**src/rtl/cfgx_pkg.sv**
```systemverilog
package cfgx_pkg;
  localparam logic [31:0] ADDR_KEEP = 32'h80FF_FFFC;

  typedef enum logic [2:0] {
    ST_IDLE = 3'd0,
    ST_CREQ = 3'd1,
    ST_CRSP = 3'd2,
    ST_IO   = 3'd3,
    ST_DONE = 3'd4
  } state_e;

  // number of bytes of a host size code, 0 for the reserved code
  function automatic logic [2:0] size_bytes(input logic [1:0] sz);
    case (sz)
      2'd0:    return 3'd1;
      2'd1:    return 3'd2;
      2'd2:    return 3'd4;
      default: return 3'd0;
    endcase
  endfunction

  // access stays inside one dword
  function automatic logic fits_dword(input logic [1:0] off, input logic [1:0] sz);
    logic [3:0] last;
    last = {2'b00, off} + {1'b0, size_bytes(sz)};
    return (size_bytes(sz) != 3'd0) && (last <= 4'd4);
  endfunction

  function automatic logic [3:0] lane_mask(input logic [1:0] off, input logic [1:0] sz);
    case (sz)
      2'd0:    return 4'b0001 << off;
      2'd1:    return 4'b0011 << off;
      2'd2:    return 4'b1111 << off;
      default: return 4'b0000;
    endcase
  endfunction

  function automatic logic [31:0] lanes_to_bits(input logic [3:0] be);
    return {{8{be[3]}}, {8{be[2]}}, {8{be[1]}}, {8{be[0]}}};
  endfunction
endpackage

```
**src/rtl/cfgx_addr_latch.sv**
```systemverilog
module cfgx_addr_latch
  import cfgx_pkg::*;
(
  input  logic        clk,
  input  logic        rst_n,
  input  logic        wr,
  input  logic [31:0] d,
  output logic [31:0] q
);
  always_ff @(posedge clk) begin
    if (!rst_n) q <= '0;
    else if (wr) q <= d & ADDR_KEEP;
  end


  latch_hold_chk: assert property (@(posedge clk) disable iff (!rst_n)
    !wr |=> $stable(q));
endmodule

```
**src/rtl/cfgx_decode.sv**
```systemverilog
module cfgx_decode
  import cfgx_pkg::*;
#(
  parameter int IO_AW = 16,
  parameter logic [IO_AW-1:0] ADDR_PORT = 16'h0CF8,
  parameter logic [IO_AW-1:0] DATA_PORT = 16'h0CFC
) (
  input  logic [IO_AW-1:0] addr,
  input  logic [1:0]       size,
  input  logic             cfg_en,
  output logic             hit_addr,
  output logic             hit_data,
  output logic [3:0]       be
);
  logic in_addr_dw, in_data_dw;

  assign in_addr_dw = addr[IO_AW-1:2] == ADDR_PORT[IO_AW-1:2];
  assign in_data_dw = addr[IO_AW-1:2] == DATA_PORT[IO_AW-1:2];
  assign hit_addr   = in_addr_dw && (size == 2'd2) && (addr[1:0] == 2'b00);
  assign hit_data   = in_data_dw && cfg_en && fits_dword(addr[1:0], size);
  assign be         = lane_mask(addr[1:0], size);
endmodule

```
**src/rtl/cfg_port_xlate.sv**
```systemverilog
module cfg_port_xlate
  import cfgx_pkg::*;
#(
  parameter int IO_AW = 16,
  parameter logic [IO_AW-1:0] ADDR_PORT = 16'h0CF8,
  parameter logic [IO_AW-1:0] DATA_PORT = 16'h0CFC
) (
  input  logic             clk,
  input  logic             rst_n,
  input  logic             host_valid,
  input  logic             host_write,
  input  logic [IO_AW-1:0] host_addr,
  input  logic [1:0]       host_size,
  input  logic [31:0]      host_wdata,
  output logic             host_done,
  output logic [31:0]      host_rdata,
  output logic             io_valid,
  output logic             io_write,
  output logic [IO_AW-1:0] io_addr,
  output logic [1:0]       io_size,
  output logic [31:0]      io_wdata,
  input  logic             io_ready,
  input  logic [31:0]      io_rdata,
  output logic             cfg_valid,
  input  logic             cfg_ready,
  output logic [7:0]       cfg_bus,
  output logic [4:0]       cfg_dev,
  output logic [2:0]       cfg_func,
  output logic [5:0]       cfg_reg,
  output logic [3:0]       cfg_be,
  output logic             cfg_write,
  output logic [31:0]      cfg_wdata,
  input  logic             cfg_rsp_valid,
  input  logic [31:0]      cfg_rsp_rdata
);
  state_e      state_q, state_d;
  logic [31:0] lat_q;
  logic        lat_wr;
  logic        hit_addr, hit_data;
  logic [3:0]  dec_be;
  logic [31:0] rdata_q;
  logic        accept;

  assign accept = (state_q == ST_IDLE) && host_valid;
  assign lat_wr = accept && hit_addr && host_write;

  cfgx_addr_latch u_latch (
    .clk(clk), .rst_n(rst_n), .wr(lat_wr), .d(host_wdata), .q(lat_q)
  );

  cfgx_decode #(.IO_AW(IO_AW), .ADDR_PORT(ADDR_PORT), .DATA_PORT(DATA_PORT)) u_dec (
    .addr(host_addr), .size(host_size), .cfg_en(lat_q[31]),
    .hit_addr(hit_addr), .hit_data(hit_data), .be(dec_be)
  );

  always_comb begin
    state_d = state_q;
    case (state_q)
      ST_IDLE: if (host_valid) begin
        if (hit_addr)      state_d = ST_DONE;
        else if (hit_data) state_d = ST_CREQ;
        else               state_d = ST_IO;
      end
      ST_CREQ: if (cfg_ready)     state_d = ST_CRSP;
      ST_CRSP: if (cfg_rsp_valid) state_d = ST_DONE;
      ST_IO:   if (io_ready)      state_d = ST_DONE;
      default: state_d = ST_IDLE;
    endcase
  end

  always_ff @(posedge clk) begin
    if (!rst_n) begin
      state_q   <= ST_IDLE;
      rdata_q   <= '0;
      cfg_bus   <= '0;
      cfg_dev   <= '0;
      cfg_func  <= '0;
      cfg_reg   <= '0;
      cfg_be    <= '0;
      cfg_write <= 1'b0;
      cfg_wdata <= '0;
    end else begin
      state_q <= state_d;
      if (accept && hit_addr)
        rdata_q <= host_write ? 32'd0 : lat_q;
      if (accept && !hit_addr && hit_data) begin
        cfg_bus   <= lat_q[23:16];
        cfg_dev   <= lat_q[15:11];
        cfg_func  <= lat_q[10:8];
        cfg_reg   <= lat_q[7:2];
        cfg_be    <= dec_be;
        cfg_write <= host_write;
        cfg_wdata <= host_wdata & lanes_to_bits(dec_be);
      end
      if (state_q == ST_CRSP && cfg_rsp_valid)
        rdata_q <= cfg_write ? 32'd0 : (cfg_rsp_rdata & lanes_to_bits(cfg_be));
      if (state_q == ST_IO && io_ready)
        rdata_q <= host_write ? 32'd0 : io_rdata;
    end
  end

  assign cfg_valid  = state_q == ST_CREQ;
  assign io_valid   = state_q == ST_IO;
  assign host_done  = state_q == ST_DONE;
  assign host_rdata = rdata_q;
  assign io_write   = host_write;
  assign io_addr    = host_addr;
  assign io_size    = host_size;
  assign io_wdata   = host_wdata;


  cfg_hold_chk: assert property (@(posedge clk) disable iff (!rst_n)
    cfg_valid && !cfg_ready |=> cfg_valid && $stable(cfg_be) && $stable(cfg_reg)
      && $stable(cfg_bus) && $stable(cfg_wdata));

  be_shape_chk: assert property (@(posedge clk) disable iff (!rst_n)
    cfg_valid |-> ($countones(cfg_be) == 1 || $countones(cfg_be) == 2 || $countones(cfg_be) == 4));

  cfg_enabled_chk: assert property (@(posedge clk) disable iff (!rst_n)
    cfg_valid |-> lat_q[31]);

  done_pulse_chk: assert property (@(posedge clk) disable iff (!rst_n)
    host_done |=> !host_done);

  req_excl_chk: assert property (@(posedge clk) disable iff (!rst_n)
    !(cfg_valid && io_valid));
endmodule

```
**config.mk**
```make
export PLATFORM = sky130hd
export DESIGN_NAME = cfg_port_xlate
export DESIGN_NICKNAME = d
export VERILOG_FILES = /design/src/rtl/cfgx_pkg.sv /design/src/rtl/cfgx_addr_latch.sv /design/src/rtl/cfgx_decode.sv /design/src/rtl/cfg_port_xlate.sv
export SDC_FILE = /design/constraint.sdc
export NUM_CORES = 1
export LEC_CHECK = 0
export BUFFER_PORTS_ARGS = -buffer_cell sky130_fd_sc_hd__buf_2
export CAP_MARGIN = 25
export CORE_MARGIN = 3
export CORE_UTILIZATION = 45
export DETAILED_ROUTE_END_ITERATION = 6
export PLACE_DENSITY = 0.81
export SETUP_SLACK_MARGIN = 0.15
export SYNTH_ARGS = -nofsm -noshare
export SYNTH_HDL_FRONTEND = slang
export SYNTH_SLANG_ARGS = --single-unit
```
**constraint.sdc**
```tcl
create_clock -name clk -period 6.71 [get_ports clk]
set_clock_uncertainty 0.05 [all_clocks]
set_input_delay 2.013 -clock clk [delete_from_list [all_inputs] [get_ports clk]]
set_output_delay 2.013 -clock clk [all_outputs]
set_load 0.01 [all_outputs]
```
Yosys cells after proc, flatten, opt, wreduce, memory -nomap -nowiden
Cells that the tools add are included.
W data, S select, Z words.
{"block": "op_classes", "muxes": 15, "n_bitwise": 2, "n_shift": 3, "magnitude_cmp": 1, "eq_ne": 12, "add_sub_neg": 1, "reduce_logical": 19}
{"op": "$mux W32", "n": 6}
{"op": "$and A32 B32 Y32", "n": 2}
{"op": "$eq A14 B10 Y1 const B", "n": 2}
{"op": "$mux W3", "n": 5}
{"op": "$logic_and A1 B1 Y1", "n": 12}
{"op": "$pmux W3 S4", "n": 1}
{"op": "$pmux W4 S3", "n": 1}
{"op": "$pmux W3 S3", "n": 1}
{"op": "$eq A3 B2 Y1 const B", "n": 2}
{"op": "$reduce_bool A3 Y1", "n": 2}
{"op": "$add A2 B3 Y4", "n": 1}
{"op": "$le A4 B3 Y1 const B", "n": 1}
{"op": "$logic_not A2 Y1", "n": 2}
{"op": "$ne A2 B1 Y1 const B", "n": 2}
{"op": "$ne A2 B2 Y1 const B", "n": 2}
{"op": "$reduce_and A4 Y1", "n": 1}
{"op": "$shl A1 B2 Y4 const A", "n": 1}
{"op": "$shl A2 B2 Y4 const A", "n": 1}
{"op": "$shl A4 B2 Y4 const A", "n": 1}
{"op": "$eq A3 B1 Y1 const B", "n": 1}
{"op": "$eq A3 B3 Y1 const B", "n": 1}
{"op": "$logic_not A3 Y1", "n": 1}
{"op": "$eq A2 B1 Y1 const B", "n": 1}
{"op": "$eq A2 B2 Y1 const B", "n": 1}
{"op": "other kinds (2)", "n": 2}
{"block": "totals", "wordCells": 63, "out_inout_bits": 145, "inputBits": 121, "reg_bits": 117}

Longest topological paths before layout
Gate-level depths: netlist (run 1).
{"block": "logic_depth", "depth_word": 10, "mapped_depth": 12, "depth_no_buf": 9}

Modules after synthesis
From an unflattened synthesis (run 1), not the netlist that was laid out.
{"block": "hier_totals", "cells_unflattened": 650, "area_unflattened_um2": 5642.9}
{"mod": "cfg_port_xlate", "seq_area_each_um2": 1881.8, "cells_per_inst": 532, "instances": 1, "area_per_inst_um2": 4408.0}
{"mod": "cfgx_addr_latch", "seq_area_each_um2": 460.4, "cells_per_inst": 84, "instances": 1, "area_per_inst_um2": 964.7}
{"mod": "cfgx_decode", "seq_area_each_um2": 0.0, "cells_per_inst": 34, "instances": 1, "area_per_inst_um2": 270.3}

Worst setup path before layout (run 1)
No wires, ideal clock.
{"block": "synth_timing", "kind": "input-to-reg", "from": "in host_addr[13]", "to": "reg cfg_be[2]", "slack_ps": 2411, "path_stages": 6, "setup_ps": 123, "arrival_ps": 4126, "cell_sequence": "or4_1 or4_4 or4_1 buf_2 buf_6 mux2_1"}
{"block": "synth_between", "elab_chain_cells": 6, "word_cells_on_any_way": 9, "cone_classes": "eq/ne: 2; reduce/logical: 7"}
{"item": "start, declared", "line": "cfg_port_xlate.sv:12", "source": "input logic [IO_AW-1:0] host_addr,"}
{"item": "$eq A14 B10 Y1", "line": "cfgx_decode.sv:17", "source": "assign in_addr_dw = addr[IO_AW-1:2] == ADDR_PORT[IO_AW-1:2];"}
{"item": "$logic_and A1 B1 Y1 (2 in a row)", "line": "cfgx_decode.sv:19", "source": "assign hit_addr = in_addr_dw && (size == 2'd2) && (addr[1:0] == 2'b00);"}
{"item": "$logic_not A1 Y1", "line": "cfg_port_xlate.sv:86", "source": "if (accept && !hit_addr && hit_data) begin"}
{"item": "$logic_and A1 B1 Y1", "line": "cfg_port_xlate.sv:86"}
{"item": "$logic_and A1 B1 Y1 (*)", "line": "cfg_port_xlate.sv:86"}
{"item": "end signal, assigned", "line": "cfg_port_xlate.sv:79", "source": "cfg_be <= '0;"}
{"item": "end signal, assigned", "line": "cfg_port_xlate.sv:91", "source": "cfg_be <= dec_be;"}
{"item": "end, declared", "line": "cfg_port_xlate.sv:30", "source": "output logic [3:0] cfg_be,"}
Mark *: on every way between the ends. The rest lies on a longest branch, timed or not.
A chain may end at the register's enable or synchronous reset.

Worst setup path after layout (run 1)
{"block": "layout_timing", "from": "in host_addr[1]", "to": "out io_addr[1]"}
{"item": "end, declared", "line": "cfg_port_xlate.sv:19", "source": "output logic [IO_AW-1:0] io_addr,"}
No word-level cell between the ends.

==> run_results.csv, run 1 <==
group,metric,value,unit
layout,utilization,0.601,
layout,diodes,0,
clock_tree,h-tree-depth,4,
timing,max_freq,227,MHz
clock_tree,hold_buffers,0,
layout,final_layout_size_suffix_gt1_frac,0.373,
worst_setup_path,critPathTopFamily,"buffers and inverters",
worst_setup_path,arrival,2.34,ns
clock_tree,cts_tree,"built",
worst_setup_path,critPathLaunch,"host_addr[1]",
logic_synthesis,synth_nets,762,
clock_tree,postCtsSetupRepairBufs,0,
worst_hold_path,hold_class,"reg -> reg",
placement,place_congestion,0.868,
power_and_ir_drop,p_per_area,262,mW/mm^2
worst_setup_path,required,4.65,ns
worst_setup_path,crit_top_cell,"buf_2",
worst_setup_path,r2r_cells,5,
placement,post-dp-hpwl,12000,um
power_and_ir_drop,seqPwrFrac,0.393,
logic_synthesis,synth_seq_cells,117,
power_and_ir_drop,power.internal,0.00142,W
floorplanning,fp.coreArea,0.0121,mm^2
logic_synthesis,synth-simple-area-share,0.163,
clock_tree,clock_latency,0.41,ns
worst_setup_path,cpPeakStageDelay,0.17,ns
timing,setup_viol,0,
clock_tree,clock_path_buffers,2,
global_routing,globalRoute.totalOverflow,0,
worst_setup_path,r2r_slack,3.78,ns
timing,worst_pin_slew,1.06,ns
logic_synthesis,synthMuxAreaShare,0.152,
placement,place_area,0.00667,mm^2
power_and_ir_drop,clock_power_share,0.473,
power_and_ir_drop,power.total,0.00191,W
logic_synthesis,avgSynthCellArea,8.90,um^2
clock_tree,cts-root-buf,"clkbuf_16",
route,post_drt_wl_per_cell,16.4,um
worst_setup_path,critPathKind,"in -> out",
power_and_ir_drop,leakage,3.70,nW
floorplanning,die_area,0.0139,mm^2
layout,final_cell_mix,"buf_2 (264), nand2_1 (154), dfxtp_1 (117)",
timing,maxSlewViolCount,0,
timing,hold_violations,0,
run_status,status,"complete, no violations",
floorplanning,rows,40,
floorplanning,pin_count,266,
worst_setup_path,worst-path-stages,2,
logic_synthesis,syn_area,0.00563,mm^2
global_routing,track_usage,0.229,
timing,slew_headroom,0.296,
layout,stdcell_area,0.00728,mm^2
route,drtPass1Iterations,5,
flow_run,timing.max_cap.violations,0,
route,drc,0,
route,wl,16500,um
timing,fin_crit_sh,0.656,
clock_tree,post_cts_resized,0,
logic_synthesis,synth-xor-area-share,0.00155,
global_routing,grt_max_degree,81,
route,first_iter_violations,480,
worst_setup_path,path_cells,"buf_2, buf_2",
floorplanning,dieWidth,118,um
logic_synthesis,synthAdderAreaFrac,0.0191,
clock_tree,cts_buffers,17,
logic_synthesis,synth_warnings,0,
placement,port_buffers,265,
clock_tree,clk_pin_slew_worst_paths,0.06,ns
route,vias,5275,
route,ant_nets,0,
logic_synthesis,synth_top_family_by_area,"simple AND/OR/NAND/NOR gates",
layout,mostFrequentLayoutCell,"buf_2",
layout,nNetsFinal,957,
route,viasPerCell,5.23,
global_routing,grt_pass1_vias,4930,
power_and_ir_drop,comb_power_share,0.134,
timing,rsz0062_at_grt,"false",
timing,hold_ws,0.404,ns
timing,period_needed,4.40,ns
worst_hold_path,holdPathStages,2,
power_and_ir_drop,ir_worst_vdd,0.183,mV
logic_synthesis,syn_inst,633,
clock_tree,cts_sinks,117,
global_routing,antenna_found_initial,0,
logic_synthesis,synth-compound-area-share,0.137,
global_routing,grt_pass1_wl,25600,um
floorplanning,die_h,118,um
worst_setup_path,critPathCaptureType,"output port",
layout,synthToLayoutAreaGrowth,29.2,%
worst_setup_path,reg2reg_from,"state_q[1]",
worst_setup_path,crit_path_max_fanout,10,
worst_setup_path,crit_end,"io_addr[1]",
logic_synthesis,ys_types,44,
timing,fin_setup_tns,0,ns
worst_setup_path,cpMaxStageDelayCell,"buf_2",
power_and_ir_drop,p_sw_frac,0.257,
floorplanning,start_util,0.465,
logic_synthesis,yosysSeqAreaShare,0.416,
worst_setup_path,timing.rr.end,"host_rdata[13]",
power_and_ir_drop,switching_power,0.000490,W
worst_setup_path,startpoint_type,"input port",
worst_setup_path,cp.buffers_inverters,2,
## worst min-delay path, delay by kind of cell (launching register included)
kind | cells | cell delay, ns
flip-flops | 1 | 0.30
AND/OR/NAND/NOR | 1 | 0.05
multiplexers | 1 | 0.05
## cell families (layout without fill, tap and decap cells)
family          after synthesis  after routing
simple gates                211            211
flops                       117            117
buf+inv                     110            318
compound gates              102            102
mux                          84             84
fa+ha+maj                     8              8
xor+xnor                      1              1
## power by group through the flow
stage	Combinational, W	Sequential (W)	Clock [W]
2_1_floorplan	0.000158	0.000763	0
3_3_place_gp	0.000248	0.000761	0
3_5_place_dp	0.000250	0.000763	0
4_1_cts	0.000253	0.000748	0.000910
5_1_grt	0.000279	0.000753	0.000950
6_report	0.000256	0.000749	0.000903
## how the worst min path moves through the flow
| stage | from | endpoint | slack [ns] |
|---|---|---|---|
| detailed placement | cfg_bus[1] | cfg_bus[1] | 0.40 |
| global placement | cfg_bus[0] | cfg_bus[0] | 0.39 |
| CTS | cfg_bus[1] | cfg_bus[1] | 0.41 |
| finish | cfg_wdata[27] | cfg_wdata[27] | 0.40 |
| floorplan | u_latch.q[31] | u_latch.q[31] | 0.40 |
| global route | cfg_bus[2] | cfg_bus[2] | 0.42 |
## cell type report
| cell class | instances | area, um^2 |
|---|---|---|
| fill | 1098 | 4830 |
| multi-input combinational | 406 | 2680 |
| sequential | 117 | 2340 |
| timing repair buffer | 274 | 1410 |
| clock buffer | 20 | 437 |
| tap | 168 | 210 |
| clock inverter | 12 | 155 |
| inverter | 12 | 45.0 |
## per-layer routing
metal  global-route usage  wire, um
met5                    0         0
met4               0.0799       308
met3               0.0687      1240
met2                0.369      7830
met1                0.292      7140
## metrics by stage
| step | std cells | setup slack [ns] |
|---|---|---|
| CTS | 1007 | 2.31 |
| floorplan | 633 | 2.41 |
| global route | 1009 | 2.20 |
| global placement | 974 | 1.89 |
| finish | 1009 | 2.31 |
| detailed placement | 975 | 1.89 |
## cells in the mapped netlist (all sizes together)
library cell / count / area share
mux2i: 80 / 0.14
and2: 3 / 0.0033
nor2b: 1 / 0.0011
a221oi: 1 / 0.0016
a211oi: 26 / 0.035
or4: 4 / 0.0060
nand3: 17 / 0.015
dfxtp: 117 / 0.42
a21o: 1 / 0.0013
o22ai: 9 / 0.010
or3b: 1 / 0.0016
nand3b: 6 / 0.0080
and3: 1 / 0.0011
nand4: 1 / 0.0011
nand2: 154 / 0.10
or4b: 2 / 0.0036
or2: 1 / 0.0011
a22oi: 31 / 0.041
o21bai: 1 / 0.0013
o2111ai: 1 / 0.0016
nor3: 7 / 0.0062
xor2: 1 / 0.0016
nand2b: 5 / 0.0056
fa: 1 / 0.0036
mux4: 1 / 0.0040
mux2: 3 / 0.0060
a311oi: 22 / 0.034
inv: 11 / 0.0073
o2111a: 1 / 0.0020
ha: 7 / 0.016
o21ai: 1 / 0.00089
buf: 61 / 0.079
and3b: 1 / 0.0016
a222oi: 1 / 0.0018
a21oi: 6 / 0.0053
o211ai: 1 / 0.0013
nor2: 7 / 0.0047
clkbuf: 37 / 0.025
clkinv: 1 / 0.00067
No activity file was read; power rests on OpenSTA's default activity.
==> inputs of run 2 (changes only) <==
--- a/config.mk
+++ b/config.mk
@@ -8,9 +8,9 @@
 export BUFFER_PORTS_ARGS = -buffer_cell sky130_fd_sc_hd__buf_2
 export CAP_MARGIN = 25
 export CORE_MARGIN = 3
-export CORE_UTILIZATION = 45
+export CORE_UTILIZATION = 42
 export DETAILED_ROUTE_END_ITERATION = 6
-export PLACE_DENSITY = 0.81
+export PLACE_DENSITY = 0.79
 export SETUP_SLACK_MARGIN = 0.15
 export SYNTH_ARGS = -nofsm -noshare
 export SYNTH_HDL_FRONTEND = slang
==> constraint.sdc (replaced) <==
create_clock -name clk -period 3.9 [get_ports clk]
set_clock_uncertainty 0.05 [all_clocks]
set_input_delay 1.17 -clock clk [delete_from_list [all_inputs] [get_ports clk]]
set_output_delay 1.17 -clock clk [all_outputs]
set_load 0.01 [all_outputs]
==> run_results.csv, run 2 (synthesis gave the netlist of run 1 again) <==
group,metric,value,unit
clock_tree,clock_path_buffers,2,
worst_setup_path,arrival,3.50,ns
flow_run,timing.max_cap.violations,0,
global_routing,track_usage,0.217,
worst_setup_path,cpPeakStageDelay,0.72,ns
timing,worst_pin_slew,0.903,ns
route,wl,16800,um
route,drtPass1Iterations,5,
route,first_iter_violations,367,
clock_tree,hold_buffers,0,
layout,utilization,0.572,
floorplanning,dieWidth,122,um
global_routing,grt_pass1_wl,25500,um
timing,fin_crit_sh,0.838,
placement,place_area,0.00676,mm^2
timing,hold_ws,0.405,ns
worst_hold_path,holdPathStages,2,
layout,multiInputGateArea,0.00268,mm^2
worst_setup_path,worst-path-stages,6,
clock_tree,clock_latency,0.40,ns
worst_hold_path,hold_class,"reg -> reg",
timing,slew_headroom,0.398,
worst_setup_path,critPathTopFamily,"simple AND/OR/NAND/NOR gates",
timing,period_needed,3.27,ns
worst_setup_path,crit_path_max_fanout,16,
power_and_ir_drop,ir_worst_vdd,0.275,mV
worst_setup_path,crit_top_cell,"or4_4",
global_routing,antenna_found_initial,0,
worst_setup_path,critPathKind,"in -> reg",
floorplanning,fp.coreArea,0.0129,mm^2
worst_setup_path,startpoint_type,"input port",
layout,final_layout_size_suffix_gt1_frac,0.378,
route,viasPerCell,5.18,
route,ant_nets,0,
timing,max_freq,306,MHz
worst_setup_path,cpMaxStageDelayCell,"or4_4",
worst_setup_path,critPathCaptureType,"flip-flop",
timing,hold_violations,0,
floorplanning,rows,41,
power_and_ir_drop,p_per_area,452,mW/mm^2
global_routing,globalRoute.totalOverflow,0,
timing,rsz0062_at_grt,"false",
clock_tree,cts_buffers,17,
layout,final_cell_mix,"buf_2 (264), nand2_1 (154), dfxtp_1 (117)",
run_status,status,"complete, no violations",
worst_setup_path,cp.buffers_inverters,2,
clock_tree,postCtsSetupRepairBufs,0,
power_and_ir_drop,leakage,3.75,nW
route,vias,5274,
layout,stdcell_area,0.00736,mm^2
timing,setup_viol,0,
layout,fillers,1189,
placement,post-dp-hpwl,12400,um
layout,regArea,0.00234,mm^2
layout,nNetsFinal,964,
clock_tree,cts_tree,"built",
worst_setup_path,r2r_cells,4,
floorplanning,pin_count,266,
floorplanning,start_util,0.437,
clock_tree,cts_sinks,117,
placement,port_buffers,265,
clock_tree,cts-root-buf,"clkbuf_16",
global_routing,grt_max_degree,57,
placement,place_congestion,0.921,
timing,maxSlewViolCount,0,
layout,diodes,0,
layout,synthToLayoutAreaGrowth,30.7,%
floorplanning,die_h,122,um
clock_tree,h-tree-depth,4,
power_and_ir_drop,power.total,0.00333,W
route,post_drt_wl_per_cell,16.5,um
worst_setup_path,path_cells,"buf_2, or4_1, or4_4, or4_4, buf_4, mux2i_1",
clock_tree,post_cts_resized,0,
floorplanning,die_area,0.0148,mm^2
route,drc,0,
clock_tree,clk_pin_slew_worst_paths,0.06,ns
global_routing,grt_pass1_vias,4977,
timing,fin_setup_tns,0,ns
worst_setup_path,required,4.13,ns
layout,mostFrequentLayoutCell,"buf_2",
-- run 2: cell types whose count changed in the layout (fill, tap and decap cells not counted) --
cell / delta
clkbuf_1: -1
bufinv_16: +1
buf_4: +8
clkinv_4: -2
clkinv_2: +1
buf_12: +2
inv_6: -1
buf_8: -2
clkinvlp_4: -1
clkbuf_2: -1
clkbuf_8: +1
-- run 2: final cells by class --
cell class,count,share of cell area
clock inverters,10,0.0213
clock buffers,20,0.0607
multi-input cells,406,0.364
flip-flops and latches,117,0.318
repair buffers,281,0.200
well taps,172,0.0292
inverters,12,0.00612
-- run 2: report_power, final --
part	internal [W]	total [W]	switching, W
sequential	0.00124	0.00129	0.0000422
combinational	0.000192	0.000437	0.000245
clock	0.00107	0.00160	0.000530
-- run 2: worst paths after layout --
path            startpoint       endpoint  slack, ns
max          host_addr[13]     cfg_reg[3]       0.63
min          cfg_wdata[27]  cfg_wdata[27]       0.40
max reg2reg     state_q[1]     cfg_reg[3]       1.40
min reg2reg  cfg_wdata[27]  cfg_wdata[27]       0.40
-- run 2: per-layer routing --
metal  GRT usage  wire (um)
met1       0.297       7440
met2       0.342       7740
met3      0.0525       1330
met4      0.0665        257
met5           0          0
-- run 2: metrics by stage --
step,instances,setup WS [ns]
3_3_place_gp,988,0.251
5_1_grt,1018,0.586
2_1_floorplan,633,0.444
6_report,1018,0.632
3_5_place_dp,988,0.227
4_1_cts,1018,0.648
-- run 2: worst register-to-register path, delay by kind of cell (launching register included) --
family,cells,cell delay (ns)
buffers and inverters,1,0.27
DFF,1,0.44
muxes,1,0.13
and+or+nand+nor,2,1.49
